`src/rtl/tdm_seq_pkg.sv`:
```
package tdm_seq_pkg;

    // Walk state: waiting for the first tick after enable, or stepping rows.
    typedef enum logic {
        ST_WAIT = 1'b0,
        ST_RUN  = 1'b1
    } seq_state_e;

endpackage

```
`src/rtl/tdm_sched_table.sv`:
```
// Schedule row storage: one write port usable only while stopped,
// one combinational read port driven by the walker.
module tdm_sched_table #(
    parameter int DEPTH = 16,
    parameter int NCH   = 4,
    parameter int DURW  = 8
) (
    input  logic                     clk,
    input  logic                     rst_n,
    input  logic                     en,
    input  logic                     we,
    input  logic [$clog2(DEPTH)-1:0] waddr,
    input  logic                     w_idle,
    input  logic                     w_last,
    input  logic [$clog2(NCH)-1:0]   w_ch,
    input  logic [DURW-1:0]          w_dur,
    input  logic [$clog2(DEPTH)-1:0] raddr,
    output logic                     r_idle,
    output logic                     r_last,
    output logic [$clog2(NCH)-1:0]   r_ch,
    output logic [DURW-1:0]          r_dur
);
    localparam int TAW = $clog2(DEPTH);
    localparam int CW  = $clog2(NCH);

    typedef struct packed {
        logic            idle;
        logic            last;
        logic [CW-1:0]   ch;
        logic [DURW-1:0] dur;
    } row_t;

    localparam row_t ROW_RST = '{idle: 1'b1, last: 1'b1, ch: '0, dur: DURW'(1)};

    row_t rows_q [DEPTH];
    row_t rows_d [DEPTH];

    always_comb begin
        for (int i = 0; i < DEPTH; i++) begin
            rows_d[i] = rows_q[i];
        end
        if (we && !en) begin
            rows_d[waddr] = '{idle: w_idle, last: w_last, ch: w_ch, dur: w_dur};
        end
    end

    always_ff @(posedge clk or negedge rst_n) begin
        if (!rst_n) begin
            for (int i = 0; i < DEPTH; i++) begin
                rows_q[i] <= ROW_RST;
            end
        end else begin
            for (int i = 0; i < DEPTH; i++) begin
                rows_q[i] <= rows_d[i];
            end
        end
    end

    assign r_idle = rows_q[raddr].idle;
    assign r_last = rows_q[raddr].last;
    assign r_ch   = rows_q[raddr].ch;
    assign r_dur  = rows_q[raddr].dur;

    // the table holds still while the walk runs.
    for (genvar g = 0; g < DEPTH; g++) begin : g_hold
        p_rows_frozen_r7: assert property (@(posedge clk) disable iff (!rst_n)
            en |=> $stable(rows_q[g]))
            else $error("row %0d changed while running", g);
    end

    logic unused_taw;
    assign unused_taw = ^TAW;

endmodule

```
`src/rtl/tdm_buf_ring.sv`:
```
// Per-channel static buffer descriptors with a rotating read position.
module tdm_buf_ring #(
    parameter int NCH   = 4,
    parameter int NBUF  = 4,
    parameter int ADDRW = 32,
    parameter int SZW   = 16
) (
    input  logic                    clk,
    input  logic                    rst_n,
    input  logic                    en,
    input  logic                    we,
    input  logic [$clog2(NCH)-1:0]  w_ch,
    input  logic [$clog2(NBUF)-1:0] w_idx,
    input  logic                    w_last,
    input  logic [ADDRW-1:0]        w_src,
    input  logic [ADDRW-1:0]        w_dst,
    input  logic [SZW-1:0]          w_size,
    input  logic [$clog2(NCH)-1:0]  sel_ch,
    input  logic                    adv,
    output logic [ADDRW-1:0]        r_src,
    output logic [ADDRW-1:0]        r_dst,
    output logic [SZW-1:0]          r_size
);
    localparam int CW  = $clog2(NCH);
    localparam int BIW = $clog2(NBUF);

    typedef struct packed {
        logic             last;
        logic [ADDRW-1:0] src;
        logic [ADDRW-1:0] dst;
        logic [SZW-1:0]   size;
    } desc_t;

    desc_t          desc_q [NCH][NBUF];
    desc_t          desc_d [NCH][NBUF];
    logic [BIW-1:0] pos_q  [NCH];
    logic [BIW-1:0] pos_d  [NCH];

    always_comb begin
        for (int c = 0; c < NCH; c++) begin
            for (int b = 0; b < NBUF; b++) begin
                desc_d[c][b] = desc_q[c][b];
            end
            pos_d[c] = pos_q[c];
        end
        if (we && !en) begin
            desc_d[w_ch][w_idx] = '{last: w_last, src: w_src, dst: w_dst, size: w_size};
        end
        if (!en) begin
            for (int c = 0; c < NCH; c++) begin
                pos_d[c] = '0;
            end
        end else if (adv) begin
            if (desc_q[sel_ch][pos_q[sel_ch]].last ||
                pos_q[sel_ch] == BIW'(NBUF - 1)) begin
                pos_d[sel_ch] = '0;
            end else begin
                pos_d[sel_ch] = pos_q[sel_ch] + BIW'(1);
            end
        end
    end

    always_ff @(posedge clk or negedge rst_n) begin
        if (!rst_n) begin
            for (int c = 0; c < NCH; c++) begin
                for (int b = 0; b < NBUF; b++) begin
                    desc_q[c][b] <= '0;
                end
                pos_q[c] <= '0;
            end
        end else begin
            for (int c = 0; c < NCH; c++) begin
                for (int b = 0; b < NBUF; b++) begin
                    desc_q[c][b] <= desc_d[c][b];
                end
                pos_q[c] <= pos_d[c];
            end
        end
    end

    assign r_src  = desc_q[sel_ch][pos_q[sel_ch]].src;
    assign r_dst  = desc_q[sel_ch][pos_q[sel_ch]].dst;
    assign r_size = desc_q[sel_ch][pos_q[sel_ch]].size;

    for (genvar g = 0; g < NCH; g++) begin : g_chk
        // an activation steps the ring by one or wraps it to 0.
        p_ring_step_r5: assert property (@(posedge clk) disable iff (!rst_n)
            (en && adv && sel_ch == CW'(g)) |=>
                (pos_q[g] == 0 || pos_q[g] == $past(pos_q[g]) + BIW'(1)))
            else $error("ring %0d stepped wrongly", g);
        // rings of channels that are not activated hold still.
        p_ring_hold_r5: assert property (@(posedge clk) disable iff (!rst_n)
            (en && !(adv && sel_ch == CW'(g))) |=> $stable(pos_q[g]))
            else $error("ring %0d moved without activation", g);
        // stopping returns the ring to position 0.
        p_ring_clear_r8: assert property (@(posedge clk) disable iff (!rst_n)
            !en |=> pos_q[g] == 0)
            else $error("ring %0d not cleared", g);
    end

endmodule

```
`src/rtl/tdm_walker.sv`:
```
// Tick-driven row walker: counts row lengths, launches transfers and
// raises slot reports; all outputs are registered.
module tdm_walker
    import tdm_seq_pkg::*;
#(
    parameter int DEPTH = 16,
    parameter int NCH   = 4,
    parameter int ADDRW = 32,
    parameter int SZW   = 16,
    parameter int DURW  = 8
) (
    input  logic                     clk,
    input  logic                     rst_n,
    input  logic                     en,
    input  logic                     tick,
    input  logic                     dma_busy,
    output logic [$clog2(DEPTH)-1:0] raddr,
    input  logic                     r_idle,
    input  logic                     r_last,
    input  logic [$clog2(NCH)-1:0]   r_ch,
    input  logic [DURW-1:0]          r_dur,
    input  logic [ADDRW-1:0]         d_src,
    input  logic [ADDRW-1:0]         d_dst,
    input  logic [SZW-1:0]           d_size,
    output logic                     adv,
    output logic                     dma_start,
    output logic [$clog2(NCH)-1:0]   dma_ch,
    output logic [ADDRW-1:0]         dma_src,
    output logic [ADDRW-1:0]         dma_dst,
    output logic [SZW-1:0]           dma_size,
    output logic                     slot_end,
    output logic [$clog2(NCH)-1:0]   slot_end_ch,
    output logic                     slot_begin,
    output logic [$clog2(NCH)-1:0]   slot_begin_ch,
    output logic                     overrun
);
    localparam int TAW = $clog2(DEPTH);
    localparam int CW  = $clog2(NCH);

    typedef struct packed {
        seq_state_e       st;
        logic [TAW-1:0]   ptr;
        logic [DURW-1:0]  rem;
        logic             cur_idle;
        logic             cur_last;
        logic [CW-1:0]    cur_ch;
        logic             start;
        logic [CW-1:0]    dch;
        logic [ADDRW-1:0] src;
        logic [ADDRW-1:0] dst;
        logic [SZW-1:0]   size;
        logic             s_end;
        logic [CW-1:0]    end_ch;
        logic             s_beg;
        logic [CW-1:0]    beg_ch;
        logic             ovr;
    } walk_t;

    walk_t walk_q;
    walk_t walk_d;
    logic  enter_row;
    logic  row_done;
    logic [TAW-1:0] ptr_next;

    // Row that would be entered on the coming tick.
    assign ptr_next = (walk_q.cur_last || walk_q.ptr == TAW'(DEPTH - 1))
                    ? '0 : walk_q.ptr + TAW'(1);
    assign raddr    = (walk_q.st == ST_WAIT) ? '0 : ptr_next;
    assign row_done = (walk_q.rem <= DURW'(1));
    assign enter_row = en && tick && (walk_q.st == ST_WAIT || row_done);
    assign adv      = enter_row && !r_idle;

    always_comb begin
        walk_d       = walk_q;
        walk_d.start = 1'b0;
        walk_d.s_end = 1'b0;
        walk_d.s_beg = 1'b0;
        if (!en) begin
            walk_d = '0;
        end else if (tick) begin
            if (walk_q.st == ST_RUN && row_done && !walk_q.cur_idle) begin
                walk_d.s_end  = 1'b1;
                walk_d.end_ch = walk_q.cur_ch;
            end
            if (!enter_row) begin
                walk_d.rem = walk_q.rem - DURW'(1);
            end else begin
                walk_d.st       = ST_RUN;
                walk_d.ptr      = raddr;
                walk_d.rem      = r_dur;
                walk_d.cur_idle = r_idle;
                walk_d.cur_last = r_last;
                walk_d.cur_ch   = r_ch;
                if (!r_idle) begin
                    walk_d.s_beg  = 1'b1;
                    walk_d.beg_ch = r_ch;
                    walk_d.start  = 1'b1;
                    walk_d.dch    = r_ch;
                    walk_d.src    = d_src;
                    walk_d.dst    = d_dst;
                    walk_d.size   = d_size;
                    if (dma_busy) begin
                        walk_d.ovr = 1'b1;
                    end
                end
            end
        end
    end

    always_ff @(posedge clk or negedge rst_n) begin
        if (!rst_n) begin
            walk_q <= '0;
        end else begin
            walk_q <= walk_d;
        end
    end

    assign dma_start     = walk_q.start;
    assign dma_ch        = walk_q.dch;
    assign dma_src       = walk_q.src;
    assign dma_dst       = walk_q.dst;
    assign dma_size      = walk_q.size;
    assign slot_end      = walk_q.s_end;
    assign slot_end_ch   = walk_q.end_ch;
    assign slot_begin    = walk_q.s_beg;
    assign slot_begin_ch = walk_q.beg_ch;
    assign overrun       = walk_q.ovr;

    // nothing is reported after a cycle without a tick.
    p_quiet_no_tick_r2: assert property (@(posedge clk) disable iff (!rst_n)
        !tick |=> (!dma_start && !slot_begin && !slot_end))
        else $error("output pulse without a tick");

    // overrun stays set while running.
    p_overrun_sticky_r9: assert property (@(posedge clk) disable iff (!rst_n)
        (en && overrun) |=> overrun)
        else $error("overrun dropped while running");

    // a stopped walker issues nothing and waits for row 0.
    p_stop_quiet_r8: assert property (@(posedge clk) disable iff (!rst_n)
        !en |=> (!dma_start && !overrun && walk_q.st == ST_WAIT))
        else $error("activity while stopped");

    // a start request never repeats within one row.
    p_start_new_row_r4: assert property (@(posedge clk) disable iff (!rst_n)
        (en && tick && walk_q.st == ST_RUN && !row_done) |=> !dma_start)
        else $error("start issued inside a continuing row");

endmodule

```
`src/rtl/tdm_slot_seq.sv`:
```
// Top: table-driven time-division transmit slot sequencer.
module tdm_slot_seq #(
    parameter int DEPTH = 16,
    parameter int NCH   = 4,
    parameter int NBUF  = 4,
    parameter int ADDRW = 32,
    parameter int SZW   = 16,
    parameter int DURW  = 8,
    localparam int TAW  = $clog2(DEPTH),
    localparam int CW   = $clog2(NCH),
    localparam int BIW  = $clog2(NBUF)
) (
    input  logic             clk,
    input  logic             rst_n,
    input  logic             en,
    input  logic             tick,
    input  logic             dma_busy,
    input  logic             tbl_we,
    input  logic [TAW-1:0]   tbl_addr,
    input  logic             tbl_idle,
    input  logic             tbl_last,
    input  logic [CW-1:0]    tbl_ch,
    input  logic [DURW-1:0]  tbl_dur,
    input  logic             buf_we,
    input  logic [CW-1:0]    buf_ch,
    input  logic [BIW-1:0]   buf_idx,
    input  logic             buf_last,
    input  logic [ADDRW-1:0] buf_src,
    input  logic [ADDRW-1:0] buf_dst,
    input  logic [SZW-1:0]   buf_size,
    output logic             dma_start,
    output logic [CW-1:0]    dma_ch,
    output logic [ADDRW-1:0] dma_src,
    output logic [ADDRW-1:0] dma_dst,
    output logic [SZW-1:0]   dma_size,
    output logic             slot_end,
    output logic [CW-1:0]    slot_end_ch,
    output logic             slot_begin,
    output logic [CW-1:0]    slot_begin_ch,
    output logic             overrun
);
    logic [TAW-1:0]   rd_addr;
    logic             rd_idle;
    logic             rd_last;
    logic [CW-1:0]    rd_ch;
    logic [DURW-1:0]  rd_dur;
    logic [ADDRW-1:0] sel_src;
    logic [ADDRW-1:0] sel_dst;
    logic [SZW-1:0]   sel_size;
    logic             ring_adv;

    tdm_sched_table #(
        .DEPTH (DEPTH),
        .NCH   (NCH),
        .DURW  (DURW)
    ) u_table (
        .clk    (clk),
        .rst_n  (rst_n),
        .en     (en),
        .we     (tbl_we),
        .waddr  (tbl_addr),
        .w_idle (tbl_idle),
        .w_last (tbl_last),
        .w_ch   (tbl_ch),
        .w_dur  (tbl_dur),
        .raddr  (rd_addr),
        .r_idle (rd_idle),
        .r_last (rd_last),
        .r_ch   (rd_ch),
        .r_dur  (rd_dur)
    );

    tdm_buf_ring #(
        .NCH   (NCH),
        .NBUF  (NBUF),
        .ADDRW (ADDRW),
        .SZW   (SZW)
    ) u_ring (
        .clk    (clk),
        .rst_n  (rst_n),
        .en     (en),
        .we     (buf_we),
        .w_ch   (buf_ch),
        .w_idx  (buf_idx),
        .w_last (buf_last),
        .w_src  (buf_src),
        .w_dst  (buf_dst),
        .w_size (buf_size),
        .sel_ch (rd_ch),
        .adv    (ring_adv),
        .r_src  (sel_src),
        .r_dst  (sel_dst),
        .r_size (sel_size)
    );

    tdm_walker #(
        .DEPTH (DEPTH),
        .NCH   (NCH),
        .ADDRW (ADDRW),
        .SZW   (SZW),
        .DURW  (DURW)
    ) u_walker (
        .clk           (clk),
        .rst_n         (rst_n),
        .en            (en),
        .tick          (tick),
        .dma_busy      (dma_busy),
        .raddr         (rd_addr),
        .r_idle        (rd_idle),
        .r_last        (rd_last),
        .r_ch          (rd_ch),
        .r_dur         (rd_dur),
        .d_src         (sel_src),
        .d_dst         (sel_dst),
        .d_size        (sel_size),
        .adv           (ring_adv),
        .dma_start     (dma_start),
        .dma_ch        (dma_ch),
        .dma_src       (dma_src),
        .dma_dst       (dma_dst),
        .dma_size      (dma_size),
        .slot_end      (slot_end),
        .slot_end_ch   (slot_end_ch),
        .slot_begin    (slot_begin),
        .slot_begin_ch (slot_begin_ch),
        .overrun       (overrun)
    );

endmodule

```
`config.mk`:
```
export PLATFORM = sky130hd
export DESIGN_NAME = tdm_slot_seq
export DESIGN_NICKNAME = d
export VERILOG_FILES = /design/src/rtl/tdm_seq_pkg.sv /design/src/rtl/tdm_sched_table.sv /design/src/rtl/tdm_buf_ring.sv /design/src/rtl/tdm_walker.sv /design/src/rtl/tdm_slot_seq.sv
export SDC_FILE = /design/constraint.sdc
export NUM_CORES = 2
export LEC_CHECK = 0
export BUFFER_PORTS_ARGS = -buffer_cell sky130_fd_sc_hd__buf_2
export CORE_UTILIZATION = 59
export DETAILED_ROUTE_END_ITERATION = 16
export PLACE_DENSITY = 0.76
export SYNTH_ARGS = -nofsm -noshare
export SYNTH_HDL_FRONTEND = slang
export SYNTH_HIERARCHICAL = 1
export SYNTH_SLANG_ARGS = --single-unit
```
`constraint.sdc`:
```
create_clock -name clk -period 6.1 [get_ports clk]
set_clock_uncertainty 0.05 [all_clocks]
set_input_delay 0.61 -clock clk [delete_from_list [all_inputs] [get_ports clk]]
set_output_delay 0.61 -clock clk [all_outputs]
set_load 0.02 [all_outputs]
```
==> out/qor.yml <==
drt:
  drt_iter0_markers: 2955
  vias: 39900
  drtPass1Iterations: 5
  viasPerCell: 6.34
  ant_nets: 0
  wl_per_cell_um: 26.5
  drc: 0
  wl_mm: 167
setup_path:
  start_kind: "flip-flop"
  critPathRequiredTime_ns: 6.71
  worstPathArrival_ns: 5.71
  reg2reg_depth: 13
  rr_endpoint: "u_walker/dma_src[1]"
  crit_path_top_delay_cell: "mux4_4"
  rr_startpoint: "u_walker/walk_q[102]"
  cp_num_buf_inv: 2
  crit_chain: "ha_1, a31o_2, nor2_4, buf_4, mux4_2, a22oi_1, nand2_4, mux4_4, buf_4, nor2b_1, a211oi_1, a21oi_1, a22o_1"
  critPathTopFamily: "multiplexers"
  slowest_delay_ns: 0.84
  critPathKind: "reg2reg"
  crit_top_cell: "buf_4"
  r2r_slack_ns: 1.0
  cp-end-kind: "flip-flop"
  crit_fanout: 36
global_routing:
  grt-ovfl-total: 0
  grt_max_degree: 181
  grt_usage: 0.275
  grt_pass1_wl_mm: 262
  antenna_found_initial: 25
  first_global_vias: 42400
synth:
  ys_seq_area_frac: 0.554
  yosysTopAreaCell: "dfrtp_1"
  synthTopCellsByArea: "dfrtp_1 (54%), mux2_2 (23%), mux4_2 (12%)"
  yosysWarnings: 6
  synth_edf_count: 0
  ys_ff_latch: 1600
  synth_cells: 4579
  ys_types: 64
  postSynthAreaPerCell_um2: 15.8
  synth-main-ff-cell: "dfrtp_1"
  syn-num-nets: 4691
  synth_top_area_share: 0.537
  syn_area_um2: 72400
  synthArstFlopShare: 1.00
sta:
  worst_slew_pin_slew_ns: 1.29
  max_freq_mhz: 196
  fin_crit_sh: 0.837
  relSlewSlack: 0.140
  hold_viol_final: 0
  tns_ns: 0
  slew_viol_final: 0
  min_period_ns: 5.10
  setup_viol: 0
  rsz0062_at_grt: "false"
floorplan:
  pin_count: 198
  design.core.area_um2: 122000
  initial_utilization: 0.595
  die_x_um: 352
  fp.dieH_um: 352
  dieArea_um2: 124000
  std_cell_rows: 128
worst_hold_path:
  min_to: "u_ring/desc_q[840]"
  hp-class: "in2reg"
  min_path_cells: 2
  min-delay-start: "buf_dst[14]"
placement:
  dp_hpwl_mm: 91.2
  port_buffers: 197
  place_inst: 5995
  gp_congestion: 0.795
clocking:
  clk_latency_ns: 0.78
  cts_resized: 0
  cts_buffers: 161
  tritoncts: "built"
  cts.sinks: 1600
  ctsLongestPathBuffers: 3
  htree_levels: 4
  cts_root_buffer: "clkbuf_16"
  clk_pin_slew_worst_paths_ns: 0.06
cells_and_area:
  area_growth_pct: 9.87
  nets: 4647
  final_cell_count_no_fill: 6295
  drive_gt1_frac: 0.532
pwr:
  p_leak_uw: 0.0356
  ir_drop_v: 0.000301
  p_per_area_nw_per_um2: 378
status:
  status: "completed"
job:
  maxCapViolations: 0
## sequential cells by signal, indices dropped and copies added, names as in the netlist
signal / cells
u_walker/slot_end: 1
u_walker/walk_q: 17
u_ring/pos_q: 8
u_walker/slot_end_ch: 2
u_ring/desc_q: 1296
u_walker/dma_ch: 2
u_walker/dma_dst: 32
u_walker/dma_src: 32
u_walker/dma_size: 16
u_walker/slot_begin: 1
u_walker/overrun: 1
u_table/rows_q: 192
## report_power, final
part / internal [µW] / switching, µW
clock: 6090 / 4070
sequential: 12700 / 1050
combinational: 3560 / 2620
total: 22300 / 7740
## cell usage after synthesis, types with 48 or more instances
| cell type | number |
|---|---|
| dfrtp_1 | 1552 |
| mux2_2 | 1478 |
| mux4_2 | 374 |
| clkbuf_1 | 238 |
| buf_2 | 121 |
| buf_4 | 93 |
| nor2b_1 | 93 |
| mux2i_1 | 86 |
| a21oi_1 | 84 |
| a22o_1 | 83 |
| a211oi_1 | 81 |
| dfstp_2 | 48 |
## cell families after synthesis
kind of cell,share of synthesized area
buffers and inverters,0.0359
XOR/XNOR,0.000242
multiplexers,0.360
AO/OA/AOI/OAI,0.0308
AND/OR/NAND/NOR,0.0181
flip-flops,0.554
adder cells (fa/ha/maj),0.000692
## cell type report
type / instances / area (µm²)
Timing Repair Buffer: 282 / 2030
Sequential cell: 1600 / 40100
Antenna cell: 6 / 15.0
Inverter: 7 / 26.3
Clock buffer: 243 / 4830
Tap cell: 1625 / 2030
Fill cell: 8555 / 42200
Multi-Input combinational cell: 2483 / 29800
Clock inverter: 49 / 657
## how the worst max path moves through the flow
stage / start / to / slack (ns) / cells after the start
floorplan: u_walker/walk_q[102] / u_ring/pos_q[1] / 1.87 / 18
global placement: u_walker/walk_q[102] / u_walker/dma_dst[31] / 1.13 / 13
detailed placement: u_walker/walk_q[102] / u_walker/dma_src[11] / 1.0 / 13
CTS: u_walker/walk_q[102] / u_walker/dma_src[1] / 0.98 / 13
global route: u_walker/walk_q[102] / u_walker/dma_src[3] / 0.76 / 14
finish: u_walker/walk_q[102] / u_walker/dma_src[1] / 1.0 / 13
## per-layer routing
metal | up-vias | part of all wire | track usage
li1 | 16900 | - | -
met1 | 21700 | 0.45 | 0.401
met2 | 1006 | 0.48 | 0.434
met3 | 269 | 0.056 | 0.0497
met4 | 26 | 0.020 | 0.0678
met5 | - | 0.0011 | 0
## per-stage QoR
step	power, µW	setup slack, ns	area, µm²	utilization	hold WS (ns)
floorplan	18600	1.87	72400	-	0.264
global placement	19800	1.13	74000	0.608	0.422
detailed placement	20100	0.999	74000	0.608	0.427
CTS	30300	0.976	79500	0.653	0.191
global route	31500	0.762	79500	0.653	0.244
finish	30100	0.996	79500	0.653	0.240
## cell usage in the layout, fill, tap and decap left out, drive strengths merged, types with 15 or more instances in the layout
master / n
buf: 280
nor2b: 93
a21oi: 84
a22oi: 26
bufinv: 15
nor2: 19
mux2: 1488
nand3: 24
dfstp: 48
a211oi: 81
mux4: 374
o21ai: 18
mux2i: 86
clkinv: 27
nand2: 42
clkbuf: 243
a22o: 83
dfrtp: 1552
## repair_timing
action,4_1_cts,5_1_grt
hold buffers,2,0
setup buffers,0,0
endpoints found under the hold margin,136,0
endpoints found under the setup margin,0,0
No activity file was read; power rests on OpenSTA's default activity.
